`src/rtl/skew_spi_pkg.sv`:
```
package skew_spi_pkg;
  localparam int CODE_W     = 6;
  localparam int NUM_CH     = 3;
  localparam int SEL_W      = 2;
  localparam int BYTE_W     = 8;
  localparam int FRAME_BITS = 2 * BYTE_W;
  localparam int CNT_W      = $clog2(FRAME_BITS + 1);

  typedef struct packed {
    logic frameClr;  // frame idle or aborted
    logic shiftEn;   // accepted SCK rise
    logic cmdLoad;   // command byte complete on this rise
    logic commit;    // 16th bit arriving on this rise
  } strobe_t;
endpackage

```
`src/rtl/skew_spi_ctrl.sv`:
```
module skew_spi_ctrl
  import skew_spi_pkg::*;
(
  input  logic    clk,
  input  logic    rstN,
  input  logic    spiEnable,
  input  logic    csN,
  input  logic    sck,
  output strobe_t strb
);
  logic             sckPrev;
  logic [CNT_W-1:0] bitCnt;
  logic             active;
  logic             sckRise;

  assign active  = spiEnable & ~csN;
  assign sckRise = sck & ~sckPrev;

  always_comb begin
    strb.frameClr = ~active;
    strb.shiftEn  = active & sckRise & (bitCnt != CNT_W'(FRAME_BITS));
    strb.cmdLoad  = strb.shiftEn & (bitCnt == CNT_W'(BYTE_W - 1));
    strb.commit   = strb.shiftEn & (bitCnt == CNT_W'(FRAME_BITS - 1));
  end

  always_ff @(posedge clk or negedge rstN) begin
    if (!rstN) begin
      sckPrev <= 1'b0;
      bitCnt  <= '0;
    end else begin
      sckPrev <= sck;
      if (strb.frameClr)     bitCnt <= '0;
      else if (strb.shiftEn) bitCnt <= bitCnt + 1'b1;
    end
  end

  // the counter never passes the frame length
  assert_cnt_bound_R7: assert property (@(posedge clk) disable iff (!rstN)
    bitCnt <= CNT_W'(FRAME_BITS));
  // command capture and commit are distinct rises
  assert_single_strobe_R2: assert property (@(posedge clk) disable iff (!rstN)
    $onehot0({strb.cmdLoad, strb.commit}));
  // an idle or aborted frame restarts at bit 0
  assert_abort_restart_R6: assert property (@(posedge clk) disable iff (!rstN)
    strb.frameClr |=> bitCnt == '0);
endmodule

```
`src/rtl/skew_spi_dpath.sv`:
```
module skew_spi_dpath
  import skew_spi_pkg::*;
(
  input  logic                          clk,
  input  logic                          rstN,
  input  strobe_t                       strb,
  input  logic                          sdi,
  output logic                          sdo,
  output logic [NUM_CH-1:0][CODE_W-1:0] codes
);
  logic [BYTE_W-2:0] shiftReg;
  logic [BYTE_W-1:0] inByte;
  logic [BYTE_W-1:0] sdoReg;
  logic [BYTE_W-1:0] readByte;
  logic              cmdRead;
  logic [SEL_W-1:0]  cmdSel;

  assign inByte = {shiftReg, sdi};
  assign sdo    = sdoReg[BYTE_W-1];

  always_comb begin
    readByte = '0;
    for (int i = 0; i < NUM_CH; i++)
      if (inByte[SEL_W-1:0] == SEL_W'(i))
        readByte = {{(BYTE_W-CODE_W){1'b0}}, codes[i]};
  end

  always_ff @(posedge clk or negedge rstN) begin
    if (!rstN) begin
      shiftReg <= '0;
      sdoReg   <= '0;
      cmdRead  <= 1'b0;
      cmdSel   <= '0;
    end else if (strb.frameClr) begin
      sdoReg <= '0;
    end else if (strb.shiftEn) begin
      shiftReg <= inByte[BYTE_W-2:0];
      if (strb.cmdLoad) begin
        cmdRead <= inByte[BYTE_W-1];
        cmdSel  <= inByte[SEL_W-1:0];
        sdoReg  <= inByte[BYTE_W-1] ? readByte : '0;
      end else begin
        sdoReg <= {sdoReg[BYTE_W-2:0], 1'b0};
      end
    end
  end

  for (genvar g = 0; g < NUM_CH; g++) begin : gen_code
    logic wrEn;
    assign wrEn = strb.commit & ~cmdRead & (cmdSel == SEL_W'(g));
    always_ff @(posedge clk or negedge rstN) begin
      if (!rstN)     codes[g] <= '0;
      else if (wrEn) codes[g] <= inByte[CODE_W-1:0];
    end
  end

  // codes move only on a completed frame
  assert_hold_no_commit_R6: assert property (@(posedge clk) disable iff (!rstN)
    !strb.commit |=> $stable(codes));
  // unmapped select never writes
  assert_no_write_sel3_R5: assert property (@(posedge clk) disable iff (!rstN)
    (strb.commit && cmdSel == SEL_W'(3)) |=> $stable(codes));
  // idle port keeps SDO low
  assert_idle_sdo_R9: assert property (@(posedge clk) disable iff (!rstN)
    strb.frameClr |=> !sdo);
endmodule

```
`src/rtl/skew_code_spi.sv`:
```
module skew_code_spi
  import skew_spi_pkg::*;
(
  input  logic              clk,
  input  logic              rstN,
  input  logic              spiEnable,
  input  logic              csN,
  input  logic              sck,
  input  logic              sdi,
  output logic              sdo,
  output logic [CODE_W-1:0] codeRed,
  output logic [CODE_W-1:0] codeGreen,
  output logic [CODE_W-1:0] codeBlue
);
  strobe_t                       strb;
  logic [NUM_CH-1:0][CODE_W-1:0] codes;

  skew_spi_ctrl i_ctrl (
    .clk(clk), .rstN(rstN), .spiEnable(spiEnable),
    .csN(csN), .sck(sck), .strb(strb)
  );

  skew_spi_dpath i_dpath (
    .clk(clk), .rstN(rstN), .strb(strb),
    .sdi(sdi), .sdo(sdo), .codes(codes)
  );

  assign codeRed   = codes[0];
  assign codeGreen = codes[1];
  assign codeBlue  = codes[2];

  // a disabled port leaves the codes alone
  assert_disabled_hold_R8: assert property (@(posedge clk) disable iff (!rstN)
    !spiEnable |=> $stable({codeRed, codeGreen, codeBlue}));
endmodule

```
`config.mk`:
```
export PLATFORM = sky130hd
export DESIGN_NAME = skew_code_spi
export DESIGN_NICKNAME = d
export VERILOG_FILES = /design/src/rtl/skew_spi_pkg.sv /design/src/rtl/skew_spi_ctrl.sv /design/src/rtl/skew_spi_dpath.sv /design/src/rtl/skew_code_spi.sv
export SDC_FILE = /design/constraint.sdc
export NUM_CORES = 1
export LEC_CHECK = 0
export CAP_MARGIN = 5
export CORE_MARGIN = 5
export CORE_UTILIZATION = 40
export DETAILED_ROUTE_END_ITERATION = 12
export DONT_BUFFER_PORTS = 1
export HOLD_SLACK_MARGIN = 0.12
export MAX_ROUTING_LAYER = met4
export PLACE_DENSITY = 0.55
export RECOVER_POWER = 50
export REMOVE_ABC_BUFFERS = 1
export SYNTH_ARGS = -nofsm -noshare
export SYNTH_HDL_FRONTEND = slang
export SYNTH_HIERARCHICAL = 1
export SYNTH_SLANG_ARGS = --single-unit
```
`constraint.sdc`:
```
create_clock -name clk -period 3.7 [get_ports clk]
set_input_delay 0.185 -clock clk [delete_from_list [all_inputs] [get_ports clk]]
set_output_delay 0.185 -clock clk [all_outputs]
set_load 0.03 [all_outputs]
```
Yosys cells after proc, flatten, opt, wreduce, memory -nomap -nowiden
Cells that the tools add are included.
{"block": "word_totals", "in_bits": 6, "word_cells": 44, "register_bits": 42, "out_inout_bits": 19}
{"block": "op_classes", "mux": 9, "reduce_logical": 4, "bitwise": 13, "add_sub_neg": 1, "n_eq_ne": 8}
{"cell": "2-to-1 mux 8 bit", "count": 6}
{"cell": "AND 1 bit", "count": 10}
{"cell": "2-to-1 mux 5 bit", "count": 2}
{"cell": "2-to-1 mux 6 bit", "count": 1}
{"cell": "adder 5 x 1 -> 5 bit, second input constant", "count": 1}
{"cell": "== test 5 x 3 -> 1 bit, second input constant", "count": 1}
{"cell": "== test 5 x 4 -> 1 bit, second input constant", "count": 1}
{"cell": "!= test 5 bit, second input constant", "count": 1}
{"cell": "== test 2 x 1 -> 1 bit, second input constant", "count": 2}
{"cell": "== test 2 bit, second input constant", "count": 2}
{"cell": "zero test 2 bit", "count": 2}
{"cell": "inverter 1 bit", "count": 3}
{"cell": "AND reduction 3 bit", "count": 1}
{"cell": "!= test 2 x 1 -> 1 bit, second input constant", "count": 1}
{"cell": "AND reduction 2 bit", "count": 1}

Depth between registers and ports, before layout
Gate-level depths: netlist of the first run.
{"block": "depth", "ltp_word": 8, "ltp_mapped": 8, "mapped_depth_nobuf": 7}

Cells and area by module
Netlist of the first run, hierarchy kept.
{"mod": "skew_spi_dpath", "cells_each": 124, "instances": 1, "seq_area_each_um2": 900.9, "area_each_um2": 1552.7}
{"mod": "skew_spi_ctrl", "cells_each": 38, "instances": 1, "seq_area_each_um2": 150.1, "area_each_um2": 381.6}

Worst setup path after synthesis of the first run
No wires, ideal clock.
{"block": "synth_timing", "kind": "flip-flop to flip-flop", "start": "register i_ctrl.bitCnt[0]", "end": "register i_dpath/codes[0] in the netlist's numbering", "stages_incl_launch_ff": 8, "synth_period_minus_slack_ps": 2054, "path_slack_ps": 1646, "n_path_buf": 0, "arrival_ps": 1930, "path_cell_list": "dfrtp_1 -> inv_1 -> ha_1 -> nor4bb_4 -> nor3_2 -> and2_1 -> nor4b_4 -> mux2_2"}
{"element": "start, declared", "line_no": "skew_spi_ctrl.sv:12", "rtl": "logic [CNT_W-1:0] bitCnt;"}
{"element": "start signal, assigned", "line_no": "skew_spi_ctrl.sv:33", "rtl": "else if (strb.shiftEn) bitCnt <= bitCnt + 1'b1;"}
{"element": "end signal, assigned by index", "line_no": "skew_spi_dpath.sv:53", "rtl": "else if (wrEn) codes[g] <= inByte[CODE_W-1:0];"}
{"element": "end, declared", "line_no": "skew_spi_dpath.sv:9", "rtl": "output logic [NUM_CH-1:0][CODE_W-1:0] codes"}

==> run metrics, run 1 <==
Compound-Gate Fraction of Synth Area=9.77%; vias per std cell=5.27; main combinational cell family by area after synthesis=simple AND/OR/NAND/NOR gates; clk_lat worst skew=0.29 ns; Ports=25; final WL=3.94 mm; Mapped Area=1930 um^2; Global Route Usage Sum=14.2%; Final period util=67.4%; YS warnings=6; CP Cell Sequence=dlygate4sd3_1, nor2b_1, inv_1, nor4_1, nand2_1, or3_1, a311oi_1; clk_skew=0.00800 ns; Die Y=79.5 um; min Tclk post-route=2.49 ns; slowest CP cell=nor4_1; H-Tree Depth=2; ant diodes=0; startpoint types=input pin; Core Area=4720 um^2; Post-synth ARST share=100%; multiplexer area fraction after synthesis=15.3%; RSZ-0062 raised after global routing=false; vias=1,243; DRT iter0 DRCs=196; Synth Area in XOR/XNOR=0%; total of max-cap violations=1; FF+latch count, synth=42; root buf cell=clkbuf_8; Port Buffers=0; first-pass detailed-route iteration total=4; initial antenna violation count=0; pre-CTS WS=1.36 ns; Fmax achieved=401 MHz; Final Hold Viols=0; Worst EP required=3.89 ns; Hold Path Class=input pin to flip-flop; FF-to-FF Start=i_ctrl/bitCnt[0]$_DFFE_PN0P_; count of final setup violators=0; Starting Density=41.0%; PwrDens=385 nW/um^2; Main synth FF type=dfrtp_1; cts hold-fix bufs=5; Reg2Reg Setup Slack=1.35 ns; setup_tns=0 ns; post-cts sizing count=0; share of the yosys chip area belonging to registers=54.3%; number of buffers created by CTS=5; Area growth syn-to-layout=10.1%; post-synthesis cell type count=33; hpwl dp=2.79 mm; Reg2Reg Depth=7; fraction of layout cells with a size suffix above 1=21.3%; Leak=0.000979 uW; Worst Setup EP=i_dpath/sdoReg[1]$_DFFE_PN0P_; Clock Tree Buf Depth=2; Critical Path End Type=flip-flop; Reg clk slew, reported paths=0.08 ns; Slew Limit Fails=43; Synth Instances=162; Die ar.=6330 um^2; launch point of the worst path=csN; CP arrival=2.69 ns; Post-Route Utilization=45.1%; DRC viols=0; Final WS setup=1.21 ns; Max IR drop VDD=0.165 mV; # rows=25; Slew Limit Headroom=-46.1%; Slew @ Worst Pin=2.19 ns; pin count of the biggest net entering global routing=43; simple-gate share of the synthesized area=16.3%; r2r endpoint=i_dpath/codes[5]$_DFFE_PN0P_; CP Max Fanout=12; total gr overflow=0; failing checks=max-capacitance violations, max-slew violations; CTS tree=built; width of the chip=79.5 um; DR WL/cell=16.7 um; clk sinks=42; Post-Synth Adder-Cell Area=1.94%; layout net count=177; outcome=complete, but fails checks; first-pass GRT wire length=6.66 mm; vias in the first global route=1,270; gpl congestion=0.834; number of synthesized flops with an enable pin=0; ANT nets after route=0; syn avg cell area=11.9 um^2; Setup CP Type=input pin to flip-flop; Crit path largest cell delay=0.78 ns; setup bufs post-CTS=0
==> logic make-up (layout without fill, tap and decap cells) <==
logic type / Yosys count / in the layout
buf+inv: 11 / 18
simple gates: 54 / 54
flops: 42 / 42
compound gates: 25 / 25
mux: 27 / 27
fa+ha+maj: 3 / 3
==> metal layers <==
| metal | vias up | part of all wire, % | GRT usage, % |
|---|---|---|---|
| li1 | 591 | - | - |
| met1 | 613 | 44 | 18.9 |
| met2 | 35 | 49 | 20.0 |
| met3 | 4 | 5.9 | 4.74 |
| met4 | 0 | 1.3 | 5.33 |
| met5 | - | 0 | - |
==> state kept, by name (all words and copies together) (netlist names) <==
signal and count:
i_dpath/codes 18, i_ctrl/bitCnt 5, i_dpath/cmdRead 1, i_dpath/shiftReg 7
i_ctrl/sckPrev 1, i_dpath/cmdSel 2, i_dpath/sdoReg 8
==> critical path: cells and delay by family <==
kind / cells / cell delay, ns
AO/OA/AOI/OAI: 1 / 0.25
AND/OR/NAND/NOR: 4 / 1.48
buffers and inverters: 2 / 0.76
==> power by group <==
part | switching, uW | internal (uW) | leakage (uW)
clock | 154 | 154 | 0.0000489
combinational | 22.5 | 15.6 | 0.000348
sequential | 10.5 | 464 | 0.000583
total | 187 | 634 | 0.000979
==> worst min-delay path by stage <==
| stage | endpoint | cells after the start | start |
|---|---|---|---|
| 2_1_floorplan | i_ctrl/bitCnt[0]$_DFFE_PN0P_ | 0 | rstN |
| 3_3_place_gp | i_ctrl/bitCnt[2]$_DFFE_PN0P_ | 0 | rstN |
| 4_1_cts | i_ctrl/bitCnt[2]$_DFFE_PN0P_ | 3 | sck |
| 6_report | i_ctrl/bitCnt[2]$_DFFE_PN0P_ | 3 | sck |
| 5_1_grt | i_ctrl/bitCnt[2]$_DFFE_PN0P_ | 3 | sck |
| 3_5_place_dp | i_ctrl/bitCnt[3]$_DFFE_PN0P_ | 0 | rstN |
==> through the flow <==
step | std cells | cell area, um^2 | power [uW] | hold slack, ns
after floorplan | 156 | 1910 | 501 | -0.111
after global placement | 223 | 1990 | 509 | -0.109
after detailed placement | 223 | 1990 | 509 | -0.109
after CTS | 236 | 2150 | 838 | 0.184
after global routing | 236 | 2130 | 870 | 0.193
final | 236 | 2130 | 821 | 0.190
==> synthesized netlist by cell type (2+ instances only) <==
cell,n,area (um^2)
mux2i_1,7,70.1
and4bb_2,2,25.0
nand2_1,28,105
inv_1,5,18.8
o21ai_0,6,30.0
or3_1,3,18.8
a2bb2oi_1,4,35.0
nand3b_1,2,15.0
nor2_1,3,11.3
clkbuf_1,2,7.51
dfrtp_1,42,1050
buf_2,4,20.0
nand3_1,2,10.0
mux2_2,20,225
nand2b_1,2,12.5
ha_1,3,37.5
a22o_1,3,26.3
nor2b_1,4,25.0
a21oi_1,3,15.0
a22oi_1,4,30.0
==> cell usage in the layout, fill, tap and decap left out, types with 2 or more instances in the layout <==
cell type      Yosys  final
and4bb_2           2      2
o21ai_0            6      6
inv_1              5      5
a22o_1             3      3
mux2i_1            7      7
clkbuf_1           2      2
or3_1              3      3
mux2_2            20     20
nand2_1           28     28
a21oi_1            3      3
a2bb2oi_1          4      4
nor2_1             3      3
nand3b_1           2      2
nor2b_1            4      4
clkbuf_8           0      6
nand2b_1           2      2
nand3_1            2      2
a22oi_1            4      4
ha_1               3      3
dlygate4sd3_1      0      4
dfrtp_1           42     42
==> cell type report <==
type	count	area (um^2)
tap	67	83.8
fill	433	2590
inverter	5	18.8
multi-input combinational	109	837
sequential	42	1050
timing repair buffer	5	43.8
clock buffer	7	86.3
clock inverter	1	8.76
Note: power is estimated with default switching activity, not from simulation.
==> run 2, diff against run 1 <==
Settings changed: ABC_AREA set to 1, PLACE_DENSITY 0.55 to 0.57.
Clock period 3.7 ns to 2.1 ns, I/O delays scaled along.
==> run 2 against run 1 <==
The flow now finishes without violations. Largest cell class unchanged. Sequential share of layout area shrank 2.3 points. Synthesized cell count grew 41%. Critical path type is now flip-flop to flip-flop. Sequential power up 82%. Via count grew 22%. Clock power increased by 110%. Core utilization is 2.2 points higher. Wire length is 7.7% higher. Critical endpoint is now i_dpath/codes[12]$_DFFE_PN0P_. Critical path depth increased by 6. Non-clock buffer count up 7. Clock skew down 0.0031 ns. First-iteration DRC count down 63%.
==> run metrics, run 2 <==
CP top delay family=simple AND/OR/NAND/NOR gates; number of buffers created by CTS=5; Setup CP Type=flip-flop to flip-flop; Worst Path Buf+Inv=4; Reg clk slew, reported paths=0.08 ns; total gr overflow=0; vias per std cell=4.85; CP Max Fanout=8; area leader, netlist=dfrtp_1; clk_lat worst skew=0.30 ns; clk_skew=0.00491 ns; Final WS setup=0.206 ns; H-Tree Depth=2; register area=1050 um^2; vias=1,513; final WL=4.24 mm; Mapped Area=1950 um^2; Main synth FF type=dfrtp_1; most common cell in the netlist=nand2_1; syn avg cell area=8.52 um^2; total of max-cap violations=0; ant diodes=0; RSZ-0062 raised after global routing=false; Die Y=79.9 um; fraction of layout cells with a size suffix above 1=15.9%; Post-synth ARST share=100%; DRT iter0 DRCs=72; Slew Limit Fails=0; YS warnings=6; r2r endpoint=i_dpath/codes[12]$_DFFE_PN0P_; CP Cell Sequence=inv_1, ha_1, nand2_1, inv_1, nand2_1, nand2_2, nor2_1, inv_1, nor2_4, nand3_1, buf_4, nand2_1, o21ai_1; launch point of the worst path=i_ctrl/bitCnt[0]$_DFFE_PN0P_; Reg2Reg Depth=13; Reg with most FFs=i_dpath/codes; # rows=25; DRC viols=0; min Tclk post-route=1.89 ns; number of flip-flops under the largest register name=18; Ports=25; DR WL/cell=13.6 um; Multi-input gate area=786 um^2; number of synthesized flops with an enable pin=0; root buf cell=clkbuf_8; Core Area=4720 um^2; Die ar.=6380 um^2; vias in the first global route=1,519; post-synthesis cell type count=19; pre-CTS WS=0.141 ns; clk sinks=42; outcome=completed; initial antenna violation count=0; stages on the worst setup path=13; Global Route Usage Sum=15.2%; Final period util=90.2%; Fmax achieved=528 MHz; commonest non-fill, non-tap cells in the layout=78 x nand2_1, 42 x dfrtp_1, 27 x o21ai_1; Crit path largest cell delay=0.41 ns; Post-synth top cells=78 x nand2_1, 42 x dfrtp_1, 27 x o21ai_1; Leak=0.00111 uW; first-pass GRT wire length=7.25 mm; Synth area leaders=dfrtp_1 54%, nand2_1 15%, o21ai_1 6.9%; Final Hold Viols=0; Slew @ Worst Pin=1.07 ns; count of final setup violators=0; share of the yosys chip area belonging to registers=53.8%; first-pass detailed-route iteration total=4; Slew Limit Headroom=28.6%; post-route cell area=2230 um^2; worst hold slack=0.134 ns; FF-to-FF Start=i_ctrl/bitCnt[0]$_DFFE_PN0P_; Starting Density=41.3%; Hold Path Class=input pin to flip-flop; PwrDens=733 nW/um^2; DP Area=2050 um^2; setup_tns=0 ns; width of the chip=79.9 um; Critical Path End Type=flip-flop; CP arrival=2.08 ns; pin count of the biggest net entering global routing=43; startpoint types=flip-flop; Post-Place Cells=296; layout net count=253; CTS tree=built; hpwl dp=2.89 mm; post-route non-filler standard cell count=312; slowest CP cell=dfrtp_1; Clock Tree Buf Depth=2; Synth Instances=229; leading cell type in the layout, fill and taps excluded=nand2_1; # fillers=479; ANT nets after route=0; Reg2Reg Setup Slack=0.21 ns; top cell type's share of synthesized area=53.8%; FF+latch count, synth=42; Worst Setup EP=i_dpath/codes[12]$_DFFE_PN0P_; Max IR drop VDD=0.403 mV; largest registers=i_dpath/codes (18), i_dpath/sdoReg (8), i_dpath/shiftReg (7); Port Buffers=0; Worst EP required=2.28 ns; Area growth syn-to-layout=14.4%; gpl congestion=0.798
==> run 2: changes by cell type after synthesis, sizes merged, moves of 7 or more <==
cell   change
nand2     +54
inv       +23
o21ai     +22
mux2      -20
nand3     +16
nor2      +11
mux2i      -7
==> run 2: final cells by class <==
class	instances	share of cell area, %
timing repair buffer	12	4.26
inverter	28	4.71
sequential	42	47.1
clock buffer	5	3.08
tap	67	3.75
clock inverter	3	1.96
multi-input combinational	155	35.2
==> run 2: kinds of logic (layout without fill, tap and decap cells) <==
logic type / after synthesis / count (layout) / share of synthesized area (%)
and+or+nand+nor: 117 / 117 / 27.4
buffers and inverters: 32 / 48 / 6.41
adders and majority gates: 3 / 3 / 1.92
AOI/OAI and AO/OA: 35 / 35 / 10.4
DFF: 42 / 42 / 53.8
==> run 2: what timing repair did <==
action,in CTS,in global routing
hold buffers,4,0
endpoints found under the hold margin,48,0
buffers inserted,0,4
resized for setup,0,2
endpoints found under the setup margin,0,7
==> run 2: worst min path at each step <==
| stage | startpoint | endpoint | slack [ns] | cells past startpoint |
|---|---|---|---|---|
| 2_1_floorplan | rstN | i_ctrl/bitCnt[0]$_DFFE_PN0P_ | -0.19 | 0 |
| 3_3_place_gp | rstN | i_ctrl/bitCnt[3]$_DFFE_PN0P_ | -0.19 | 0 |
| 3_5_place_dp | rstN | i_ctrl/bitCnt[3]$_DFFE_PN0P_ | -0.19 | 0 |
| 4_1_cts | sck | i_ctrl/bitCnt[2]$_DFFE_PN0P_ | 0.13 | 4 |
| 5_1_grt | spiEnable | i_dpath/shiftReg[6]$_DFFE_PN0P_ | 0.17 | 4 |
| 6_report | sdi | i_dpath/sdoReg[4]$_DFFE_PN0P_ | 0.13 | 5 |
==> run 2: worst reg2reg max path, cell delays in order, from the launching register on <==
cell	delay [ns]
dfrtp_1	0.41
inv_1	0.08
ha_1	0.19
nand2_1	0.09
inv_1	0.04
nand2_1	0.08
nand2_2	0.12
nor2_1	0.13
inv_1	0.09
nor2_4	0.11
nand3_1	0.11
buf_4	0.19
nand2_1	0.06
o21ai_1	0.07
==> run 2: routing by layer <==
layer  up-vias  share of wire [%]  global-route usage, %
met5         -                  0                      -
met4         0                1.1                   4.56
met3         4                5.9                   4.85
met2        29                 44                   22.9
met1       710                 49                   19.6
li1        770                  -                      -
==> run 2: through the flow <==
stage | util (%) | total power, uW
CTS | 46.9 | 1660
floorplan | - | 948
detailed placement | 43.3 | 979
global route | 47.3 | 1710
global placement | 43.3 | 978
finish | 47.3 | 1640
==> run 2: power by group <==
group / leakage, uW / switching, uW / total, uW / internal (uW)
Combinational: 0.000485 / 92.2 / 123 / 31.0
Clock: 0.0000585 / 295 / 652 / 356
Sequential: 0.000568 / 22.0 / 862 / 840
==> run 3, diff against run 2 <==
Settings changed: ABC_AREA 1 to 0.
==> run 3 against run 2 <==
Worst hold slack gained 0.034 ns. Setup slack lost 0.12 ns. Critical path depth shrank 6. Critical path type unchanged. Largest cell class unchanged. Highest routed layer unchanged.
==> run metrics, run 3 (synthesis gave the netlist of run 1 again) <==
outcome=completed; slowest CP cell=dfrtp_1; final WL=4.11 mm; number of buffers created by CTS=5; vias=1,289; # rows=25; # fillers=436; Final Hold Viols=0; count of final setup violators=0; Hold Path Class=input pin to flip-flop; initial antenna violation count=0; Slew @ Worst Pin=1.03 ns; first-pass detailed-route iteration total=4; Slew Limit Headroom=31.6%; root buf cell=clkbuf_8; number of flip-flops under the largest register name=18; Die Y=79.5 um; vias per std cell=5.12; Slew Limit Fails=0; Worst EP required=2.27 ns; DRT iter0 DRCs=82; Max IR drop VDD=0.375 mV; Global Route Usage Sum=14.4%; Crit path largest cell delay=0.40 ns; Leak=0.00109 uW; Fmax achieved=496 MHz; gpl congestion=0.781; Area growth syn-to-layout=20.4%; Reg with most FFs=i_dpath/codes; Clock Tree Buf Depth=2; cell mode on critical path=ha_1; ANT nets after route=0; leading cell type in the layout, fill and taps excluded=dfrtp_1; total gr overflow=0; width of the chip=79.5 um; internal cell power=1360 uW; CP arrival=2.19 ns; Port Buffers=0; startpoint types=flip-flop; hpwl dp=2.90 mm; clk_skew=0.00912 ns; largest registers=i_dpath/codes (18), i_dpath/sdoReg (8), i_dpath/shiftReg (7); Reg clk slew, reported paths=0.08 ns; Comb power frac=4.8%; Net Sw Power=340 uW; clk sinks=42; Reg2Reg Setup Slack=0.08 ns; CP Cell Sequence=buf_4, ha_1, and3_2, ha_1, and2_4, and4bb_2, mux2_2; PwrDens=732 nW/um^2; Setup CP Type=flip-flop to flip-flop; Switching Fraction=20.0%; Ports=25; Die ar.=6330 um^2; commonest non-fill, non-tap cells in the layout=42 x dfrtp_1, 28 x nand2_1, 18 x mux2_2; Pwr Total=1700 uW; DRC viols=0; CP Max Fanout=6; Final period util=96.1%; ant diodes=0; vias in the first global route=1,336; total of max-cap violations=0; Clock power frac=46.1%; DR WL/cell=16.3 um; Starting Density=41.0%; Seq pwr share=49.1%; worst hold slack=0.168 ns; first-pass GRT wire length=6.78 mm; clk_lat worst skew=0.29 ns; CTS tree=built; layout net count=193; Critical Path End Type=flip-flop; pin count of the biggest net entering global routing=43; H-Tree Depth=2; min Tclk post-route=2.02 ns; Core Area=4720 um^2; fraction of layout cells with a size suffix above 1=30.3%
## run 3: worst paths after layout
| path | from | end | depth (start not counted) |
|---|---|---|---|
| max | i_ctrl/bitCnt[0]$_DFFE_PN0P_ | i_dpath/codes[7]$_DFFE_PN0P_ | 7 |
| min | sdi | i_dpath/sdoReg[0]$_DFFE_PN0P_ | 3 |
| min in group asynchronous | rstN | i_ctrl/bitCnt[0]$_DFFE_PN0P_ | 2 |
| max in group asynchronous | rstN | i_dpath/sdoReg[0]$_DFFE_PN0P_ | 2 |
| max reg2reg | i_ctrl/bitCnt[0]$_DFFE_PN0P_ | i_dpath/codes[7]$_DFFE_PN0P_ | 7 |
| min reg2reg | i_dpath/shiftReg[5]$_DFFE_PN0P_ | i_dpath/shiftReg[5]$_DFFE_PN0P_ | 2 |
## run 3: what timing repair did
action                     CTS  global route
hold buffers                 6             0
buffers inserted             0             4
resized for setup            0             6
setup endpoints to repair    0            14
hold endpoints to repair    50             0
## run 3: area by class of cell
type	instances	area, um^2	share of cell area [%]
well taps	67	83.8	3.60
flip-flops and latches	42	1050	45.1
multi-input cells	109	865	37.1
clock buffers	6	82.6	3.55
clock inverters	2	60.1	2.58
inverters	5	18.8	0.806
repair buffers	21	168	7.20
## run 3: layer usage
metal,routed length [um],GRT usage [%]
met1,1870,18.6
met4,19,3.95
met3,204,4.85
met2,2010,21.8
met5,0,-
## run 3: power by group through the flow
stage | clock, uW | sequential [uW] | combinational, uW
after floorplan | 0 | 846 | 37.6
after global placement | 0 | 852 | 53.0
after detailed placement | 0 | 852 | 53.0
after CTS | 803 | 836 | 83.7
after global routing | 848 | 839 | 91.6
final | 786 | 836 | 81.8
## run 3: through the flow
stage	setup slack (ns)	cells	cell area (um^2)	TNS, ns	utilization, %
5_1_grt	-0.00390	252	2330	-0.00390	49.3
3_3_place_gp	0.0947	234	2070	0	43.9
4_1_cts	0.0276	248	2290	0	48.4
3_5_place_dp	0.0455	234	2070	0	43.9
6_report	0.0826	252	2330	0	49.3
2_1_floorplan	0.0454	156	1910	0	-
## run 3: critical path: cells and delay by family (launching register included)
family,cells,cell delay (ns)
AND/OR/NAND/NOR,3,0.69
flip-flops,1,0.40
adder cells (fa/ha/maj),2,0.37
multiplexers,1,0.29
buffers and inverters,1,0.14
